## src/rtl/rsb_pkg.sv

```systemverilog
package rsb_pkg;
    // The result bus tag width is fixed; station tags run 1 .. 15 at most.
    localparam int unsigned TAG_W   = 4;
    localparam int unsigned TAG_MAX = (1 << TAG_W) - 1;

    typedef logic [TAG_W-1:0] rsb_tag_t;

    // True when a live broadcast names the given producer tag (tag 0 never hits).
    function automatic logic bus_hits(input logic bvalid, input rsb_tag_t btag,
                                      input rsb_tag_t q);
        return bvalid && (btag != '0) && (btag == q);
    endfunction
endpackage

```

## src/rtl/rsb_lowest_pick.sv

```systemverilog
module rsb_lowest_pick #(
    parameter int unsigned N     = 4,
    parameter int unsigned IDX_W = (N > 1) ? $clog2(N) : 1
) (
    input  logic [N-1:0]     req,
    output logic             found,
    output logic [IDX_W-1:0] idx
);
    always_comb begin
        found = 1'b0;
        idx   = '0;
        for (int i = N - 1; i >= 0; i--) begin
            if (req[i]) begin
                found = 1'b1;
                idx   = IDX_W'(i);
            end
        end
    end
endmodule

```

## src/rtl/rsb_src_resolve.sv

```systemverilog
module rsb_src_resolve
    import rsb_pkg::*;
#(
    parameter int unsigned DATA_W = 64
) (
    input  rsb_tag_t          stat_tag,
    input  logic [DATA_W-1:0] rf_val,
    input  logic              bus_valid,
    input  rsb_tag_t          bus_tag,
    input  logic [DATA_W-1:0] bus_data,
    output logic [DATA_W-1:0] val,
    output rsb_tag_t          q
);
    always_comb begin
        if (stat_tag == '0) begin
            val = rf_val;
            q   = '0;
        end else if (bus_hits(bus_valid, bus_tag, stat_tag)) begin
            val = bus_data;
            q   = '0;
        end else begin
            val = '0;
            q   = stat_tag;
        end
    end
endmodule

```

## src/rtl/rsb_bank.sv

```systemverilog
module rsb_bank
    import rsb_pkg::*;
#(
    parameter int unsigned NUM_RS   = 4,
    parameter int unsigned NUM_REGS = 8,
    parameter int unsigned OP_W     = 3,
    parameter int unsigned ADDR_W   = 16,
    parameter int unsigned DATA_W   = 64,
    localparam int unsigned REG_AW  = (NUM_REGS > 1) ? $clog2(NUM_REGS) : 1,
    localparam int unsigned IDX_W   = (NUM_RS > 1) ? $clog2(NUM_RS) : 1
) (
    input  logic              clk,
    input  logic              rst_n,
    input  logic              iss_valid,
    input  logic [OP_W-1:0]   iss_op,
    input  logic [REG_AW-1:0] iss_dst,
    input  logic [REG_AW-1:0] iss_src1,
    input  logic [REG_AW-1:0] iss_src2,
    input  logic [ADDR_W-1:0] iss_addr,
    input  logic [DATA_W-1:0] iss_val1,
    input  logic [DATA_W-1:0] iss_val2,
    output logic              iss_ready,
    output logic [TAG_W-1:0]  iss_tag,
    input  logic              cdb_valid,
    input  logic [TAG_W-1:0]  cdb_tag,
    input  logic [DATA_W-1:0] cdb_data,
    output logic              disp_valid,
    output logic [TAG_W-1:0]  disp_tag,
    output logic [OP_W-1:0]   disp_op,
    output logic [DATA_W-1:0] disp_vj,
    output logic [DATA_W-1:0] disp_vk,
    output logic [ADDR_W-1:0] disp_addr
);
    // NUM_RS must not exceed TAG_MAX: station i owns tag i+1, tag 0 is "none".

    typedef struct packed {
        logic              busy;
        logic              sent;
        logic [OP_W-1:0]   op;
        logic [DATA_W-1:0] vj;
        logic [DATA_W-1:0] vk;
        rsb_tag_t          qj;
        rsb_tag_t          qk;
        logic [ADDR_W-1:0] addr;
    } entry_t;

    typedef struct packed {
        entry_t   [NUM_RS-1:0]   ent;
        rsb_tag_t [NUM_REGS-1:0] stat;
    } state_t;

    state_t st_d, st_q;

    logic [NUM_RS-1:0] free_req, rdy_req;
    logic              free_found, rdy_found;
    logic [IDX_W-1:0]  free_idx, rdy_idx;

    always_comb begin
        for (int i = 0; i < NUM_RS; i++) begin
            free_req[i] = !st_q.ent[i].busy;
            rdy_req[i]  = st_q.ent[i].busy && !st_q.ent[i].sent &&
                          (st_q.ent[i].qj == '0) && (st_q.ent[i].qk == '0);
        end
    end

    rsb_lowest_pick #(.N(NUM_RS), .IDX_W(IDX_W)) u_free_pick (
        .req(free_req), .found(free_found), .idx(free_idx)
    );

    rsb_lowest_pick #(.N(NUM_RS), .IDX_W(IDX_W)) u_rdy_pick (
        .req(rdy_req), .found(rdy_found), .idx(rdy_idx)
    );

    // Source operand resolution, one resolver per source.
    logic [1:0][REG_AW-1:0] src_reg;
    logic [1:0][DATA_W-1:0] src_rf;
    logic [1:0][DATA_W-1:0] src_val;
    rsb_tag_t [1:0]         src_q;

    assign src_reg = {iss_src2, iss_src1};
    assign src_rf  = {iss_val2, iss_val1};

    for (genvar s = 0; s < 2; s++) begin : g_src
        rsb_src_resolve #(.DATA_W(DATA_W)) u_res (
            .stat_tag (st_q.stat[src_reg[s]]),
            .rf_val   (src_rf[s]),
            .bus_valid(cdb_valid),
            .bus_tag  (cdb_tag),
            .bus_data (cdb_data),
            .val      (src_val[s]),
            .q        (src_q[s])
        );
    end

    always_comb begin
        st_d = st_q;

        // Dispatch: mark the chosen entry as sent.
        if (rdy_found) begin
            st_d.ent[rdy_idx].sent = 1'b1;
        end

        // Broadcast: wake waiting sources and free the producing station.
        for (int i = 0; i < NUM_RS; i++) begin
            if (st_q.ent[i].busy) begin
                if (bus_hits(cdb_valid, cdb_tag, st_q.ent[i].qj)) begin
                    st_d.ent[i].vj = cdb_data;
                    st_d.ent[i].qj = '0;
                end
                if (bus_hits(cdb_valid, cdb_tag, st_q.ent[i].qk)) begin
                    st_d.ent[i].vk = cdb_data;
                    st_d.ent[i].qk = '0;
                end
                if (bus_hits(cdb_valid, cdb_tag, rsb_tag_t'(i + 1))) begin
                    st_d.ent[i].busy = 1'b0;
                    st_d.ent[i].sent = 1'b0;
                end
            end
        end

        // Broadcast: retire register status that names the tag.
        for (int r = 0; r < NUM_REGS; r++) begin
            if (bus_hits(cdb_valid, cdb_tag, st_q.stat[r])) begin
                st_d.stat[r] = '0;
            end
        end

        // Issue: fill the lowest free station, rename the destination.
        if (iss_valid && free_found) begin
            st_d.ent[free_idx].busy = 1'b1;
            st_d.ent[free_idx].sent = 1'b0;
            st_d.ent[free_idx].op   = iss_op;
            st_d.ent[free_idx].vj   = src_val[0];
            st_d.ent[free_idx].vk   = src_val[1];
            st_d.ent[free_idx].qj   = src_q[0];
            st_d.ent[free_idx].qk   = src_q[1];
            st_d.ent[free_idx].addr = iss_addr;
            st_d.stat[iss_dst]      = rsb_tag_t'(free_idx) + rsb_tag_t'(1);
        end
    end

    always_ff @(posedge clk) begin
        if (!rst_n) begin
            st_q <= '0;
        end else begin
            st_q <= st_d;
        end
    end

    assign iss_ready  = free_found;
    assign iss_tag    = free_found ? (rsb_tag_t'(free_idx) + rsb_tag_t'(1)) : '0;
    assign disp_valid = rdy_found;
    assign disp_tag   = rdy_found ? (rsb_tag_t'(rdy_idx) + rsb_tag_t'(1)) : '0;
    assign disp_op    = st_q.ent[rdy_idx].op;
    assign disp_vj    = st_q.ent[rdy_idx].vj;
    assign disp_vk    = st_q.ent[rdy_idx].vk;
    assign disp_addr  = st_q.ent[rdy_idx].addr;
endmodule

```

## config.mk

```make
export PLATFORM = sky130hd
export DESIGN_NAME = rsb_bank
export DESIGN_NICKNAME = d
export VERILOG_FILES = /design/src/rtl/rsb_pkg.sv /design/src/rtl/rsb_lowest_pick.sv /design/src/rtl/rsb_src_resolve.sv /design/src/rtl/rsb_bank.sv
export SDC_FILE = /design/constraint.sdc
export NUM_CORES = 2
export LEC_CHECK = 0
export ABC_CLOCK_PERIOD_IN_PS = 3900
export CORE_MARGIN = 2
export CORE_UTILIZATION = 53
export DETAILED_ROUTE_END_ITERATION = 6
export GPL_TIMING_DRIVEN = 0
export PLACE_DENSITY = 0.76
export SETUP_SLACK_MARGIN = 0.05
export SLEW_MARGIN = 30
export SYNTH_ARGS = -nofsm -noshare
export SYNTH_HDL_FRONTEND = slang
export SYNTH_SLANG_ARGS = --single-unit
```

## constraint.sdc

```tcl
create_clock -name clk -period 3.9 [get_ports clk]
set_input_delay 0.78 -clock clk [delete_from_list [all_inputs] [get_ports clk]]
set_output_delay 0.78 -clock clk [all_outputs]
set_load 0.02 [all_outputs]
```

==> impl_metrics.yaml <==
floorplanning:
  start_util_pct: 53.70
  dieWidth_um: 257.0
  die_area_um2: 66070
  rows: 92
  ios: 385
  die_y_um: 257.0
  coreArea_um2: 63200
setup_path:
  crit_path_end_kind: "output pin"
  cp-start-kind: "flip-flop"
  setup.worst_path.class: "reg -> out"
  worstRegToRegCells: 10
  r2r_slack_ns: -0.03
  arrival_ns: 3.31
  r2r-start: "st_q[502]"
  required_ns: 3.12
  worstPathMaxFanout: 8
  rr_endpoint: "st_q[120]"
finish:
  layout-drive-gt1-share_pct: 15.87
  fin_nets: 3930
  fillers: 4961
  top_regs: "st_q: 660 flops"
  largest_register_ffs: 660
  largest-register: "st_q"
  area_growth_pct: 23.11
routing:
  post-route-drc-count: 0
  initialDrtViolationCount: 4359
  dr.pass1.iters: 7
  vias_per_cell: 6.883
  ant_nets: 0
  dr_total_vias: 31680
  wl_um: 142600
  wl_per_cell_um: 30.98
cts:
  cts.clk_slew.worst_paths_ns: 0.07
  cts_root_buffer: "clkbuf_16"
  cts_tree: "yes"
  cts_buffers: 71
  hold_buffers: 0
  htree_levels: 3
  clock_path_buffers: 3
  numClockSinks: 660
  worstSkewPairLatency_ns: 0.64
worst_hold_path:
  hold_class: "reg -> reg"
  hp-start: "st_q[343]"
  whs_path_depth: 2
  min_to: "st_q[343]"
logic_synthesis:
  synth_edf_count: 0
  ys.flop_type: "dfxtp_1"
  syn_area_per_cell_um2: 10.36
  yosys_warnings: 0
  synth.yosys.seq_area_share_pct: 38.93
  ys_ff_latch: 660
  ys_async_sr_fraction_pct: 0
  syn_inst: 3275
  syn_area_um2: 33940
  ys_types: 50
global_routing:
  grt_pass1_wl_um: 199700
  grt_pass1_vias: 29610
  grt_usage_pct: 40.46
  antenna_found_initial: 3
  gr-total-overflow: 0
  grt_max_degree: 15
timing:
  min_period_ns: 4.089
  slew_violations: 0
  skew_ns: 0.02703
  fin_hold_ws_ns: 0.4634
  post-route-period-util_pct: 104.9
  max_freq_ghz: 0.2445
  worst_pin_slew_ns: 1.093
  relSlewSlack_pct: 26.96
  setup_ws_ns: -0.1893
  rsz0062_at_grt: "true"
  finalSetupViolations: 90
  final_hold_viol_count: 0
placement:
  dp_hpwl_um: 95380
  port-buffer-count: 309
  gp_congestion: 0.9955
  post-place-ws_ns: -0.7709
power_and_ir_drop:
  p_total_mw: 16.98
  ir_worst_vdd_v: 0.0003521
  p_leak_nw: 16.00
  power.density_nw_per_um2: 406.4
outcome:
  violations: "setup timing"
  status: "finished, violations left"
run:
  cap_violations: 0
==> cell usage in the layout, fill, tap and decap left out, types with 20 or more instances in the layout <==
cell type / count
o22ai_1: 519
a22oi_1: 20
a32oi_4: 30
a32oi_1: 30
clkdlybuf4s50_1: 160
buf_16: 21
dlygate4sd2_1: 24
mux2i_2: 49
a32oi_2: 68
buf_4: 42
nand2_1: 185
clkbuf_16: 79
clkbuf_8: 26
dfxtp_1: 651
nor2b_1: 23
a21boi_0: 81
buf_12: 23
clkbuf_2: 47
nand3_1: 33
buf_2: 86
xnor2_1: 27
clkbuf_1: 267
mux2i_1: 908
xor2_1: 42
==> cells by family after synthesis <==
logic type                 count (synthesis)  share of synthesized area, %
DFF                                      660                         38.93
muxes                                    989                         29.58
adders and majority gates                  8                        0.2950
buffers and inverters                    396                         5.092
other                                      1                       0.01105
AOI/OAI and AO/OA                        799                         19.36
and+or+nand+nor                          353                         4.952
xor gates and xnor gates                  69                         1.781
==> where the power goes <==
part	total [mW]	internal, mW	switching (mW)	leakage [nW]
clock network	6.91	3.95	2.96	1.16
registers	7.05	6.93	0.118	5.35
logic	3.02	1.08	1.94	9.49
total	17.0	12.0	5.02	16.0
==> how the worst max path moves through the flow <==
stage | startpoint | end | slack [ns] | depth (start not counted)
final | st_q[212] | disp_vj[3] | -0.19 | 10
after global routing | st_q[212] | disp_vj[3] | -0.13 | 10
after CTS | st_q[366] | disp_tag[1] | 0.005 | 11
after detailed placement | st_q[502] | disp_vk[0] | -0.77 | 11
after global placement | st_q[502] | disp_vk[62] | -1.28 | 8
after floorplan | st_q[502] | disp_tag[1] | 0.74 | 8
==> through the flow <==
step                std cells  TNS, ns  util, %  instance area [um^2]
floorplan                3276        0        -                 33940
global placement         4431  -218.84    60.28                 38090
detailed placement       4446  -127.69    60.91                 38490
CTS                      4574        0    65.35                 41300
global route             4596   -3.119    66.08                 41760
finish                   4602   -3.617    66.11                 41780
==> what timing repair did <==
action                     in CTS  in global routing
cloned                          0                  3
buffers inserted                1                 18
pin swaps                       3                  5
gates resized for setup       537                205
setup endpoints to repair     356                242
==> layout make-up <==
class	instances	area, um^2	area share, %
well taps	846	1059	2.534
repair buffers	346	3261	7.805
inverters	7	27.53	0.06589
diodes	7	17.52	0.04193
plain buffers	388	2374	5.681
clock inverters	23	197.7	0.4732
multi-input cells	2220	19470	46.61
clock buffers	105	2138	5.118
flip-flops and latches	660	13230	31.67
==> Yosys cell counts (6+ instances only) <==
library cell / n / share of area, %
inv_1: 6 / 0.066
a21boi_0: 81 / 1.8
dfxtp_1: 660 / 39
nand4_1: 18 / 0.33
xnor2_1: 27 / 0.70
o22ai_1: 519 / 9.6
clkbuf_1: 286 / 3.2
nor3_1: 7 / 0.10
buf_1: 15 / 0.17
and2_1: 17 / 0.31
a21oi_1: 13 / 0.19
nor2_1: 19 / 0.21
nand2b_1: 6 / 0.11
nor2b_1: 23 / 0.42
nand2_1: 187 / 2.1
a22oi_1: 20 / 0.44
o31ai_1: 6 / 0.13
buf_2: 64 / 0.94
nor4_1: 15 / 0.28
buf_6: 9 / 0.30
mux2_2: 8 / 0.27
mux2i_1: 969 / 29
xor2_1: 42 / 1.1
buf_4: 12 / 0.27
a32oi_2: 68 / 3.3
a32oi_1: 30 / 0.77
nand3_1: 35 / 0.52
ha_1: 8 / 0.29
mux4_2: 8 / 0.53
nor4b_1: 6 / 0.15
and3_1: 12 / 0.22
o32ai_1: 18 / 0.46
a32oi_4: 30 / 2.4
==> metal layers <==
metal,GRT usage [%],wire length [um]
met3,15.07,20170
met1,50.35,52380
met5,0,0
met4,25.52,10240
met2,58.94,59770
==> critical path, stage by stage, from the launching register on <==
cell and delay [ns]:
dfxtp_1 0.35, nor4_1 0.40, nand3_1 0.24, a21bo_4 0.31
clkbuf_16 0.17, buf_12 0.15, buf_16 0.15, buf_4 0.14
mux2i_1 0.18, mux2i_2 0.36, buf_4 0.22
Note: power is estimated with default switching activity, not from simulation.
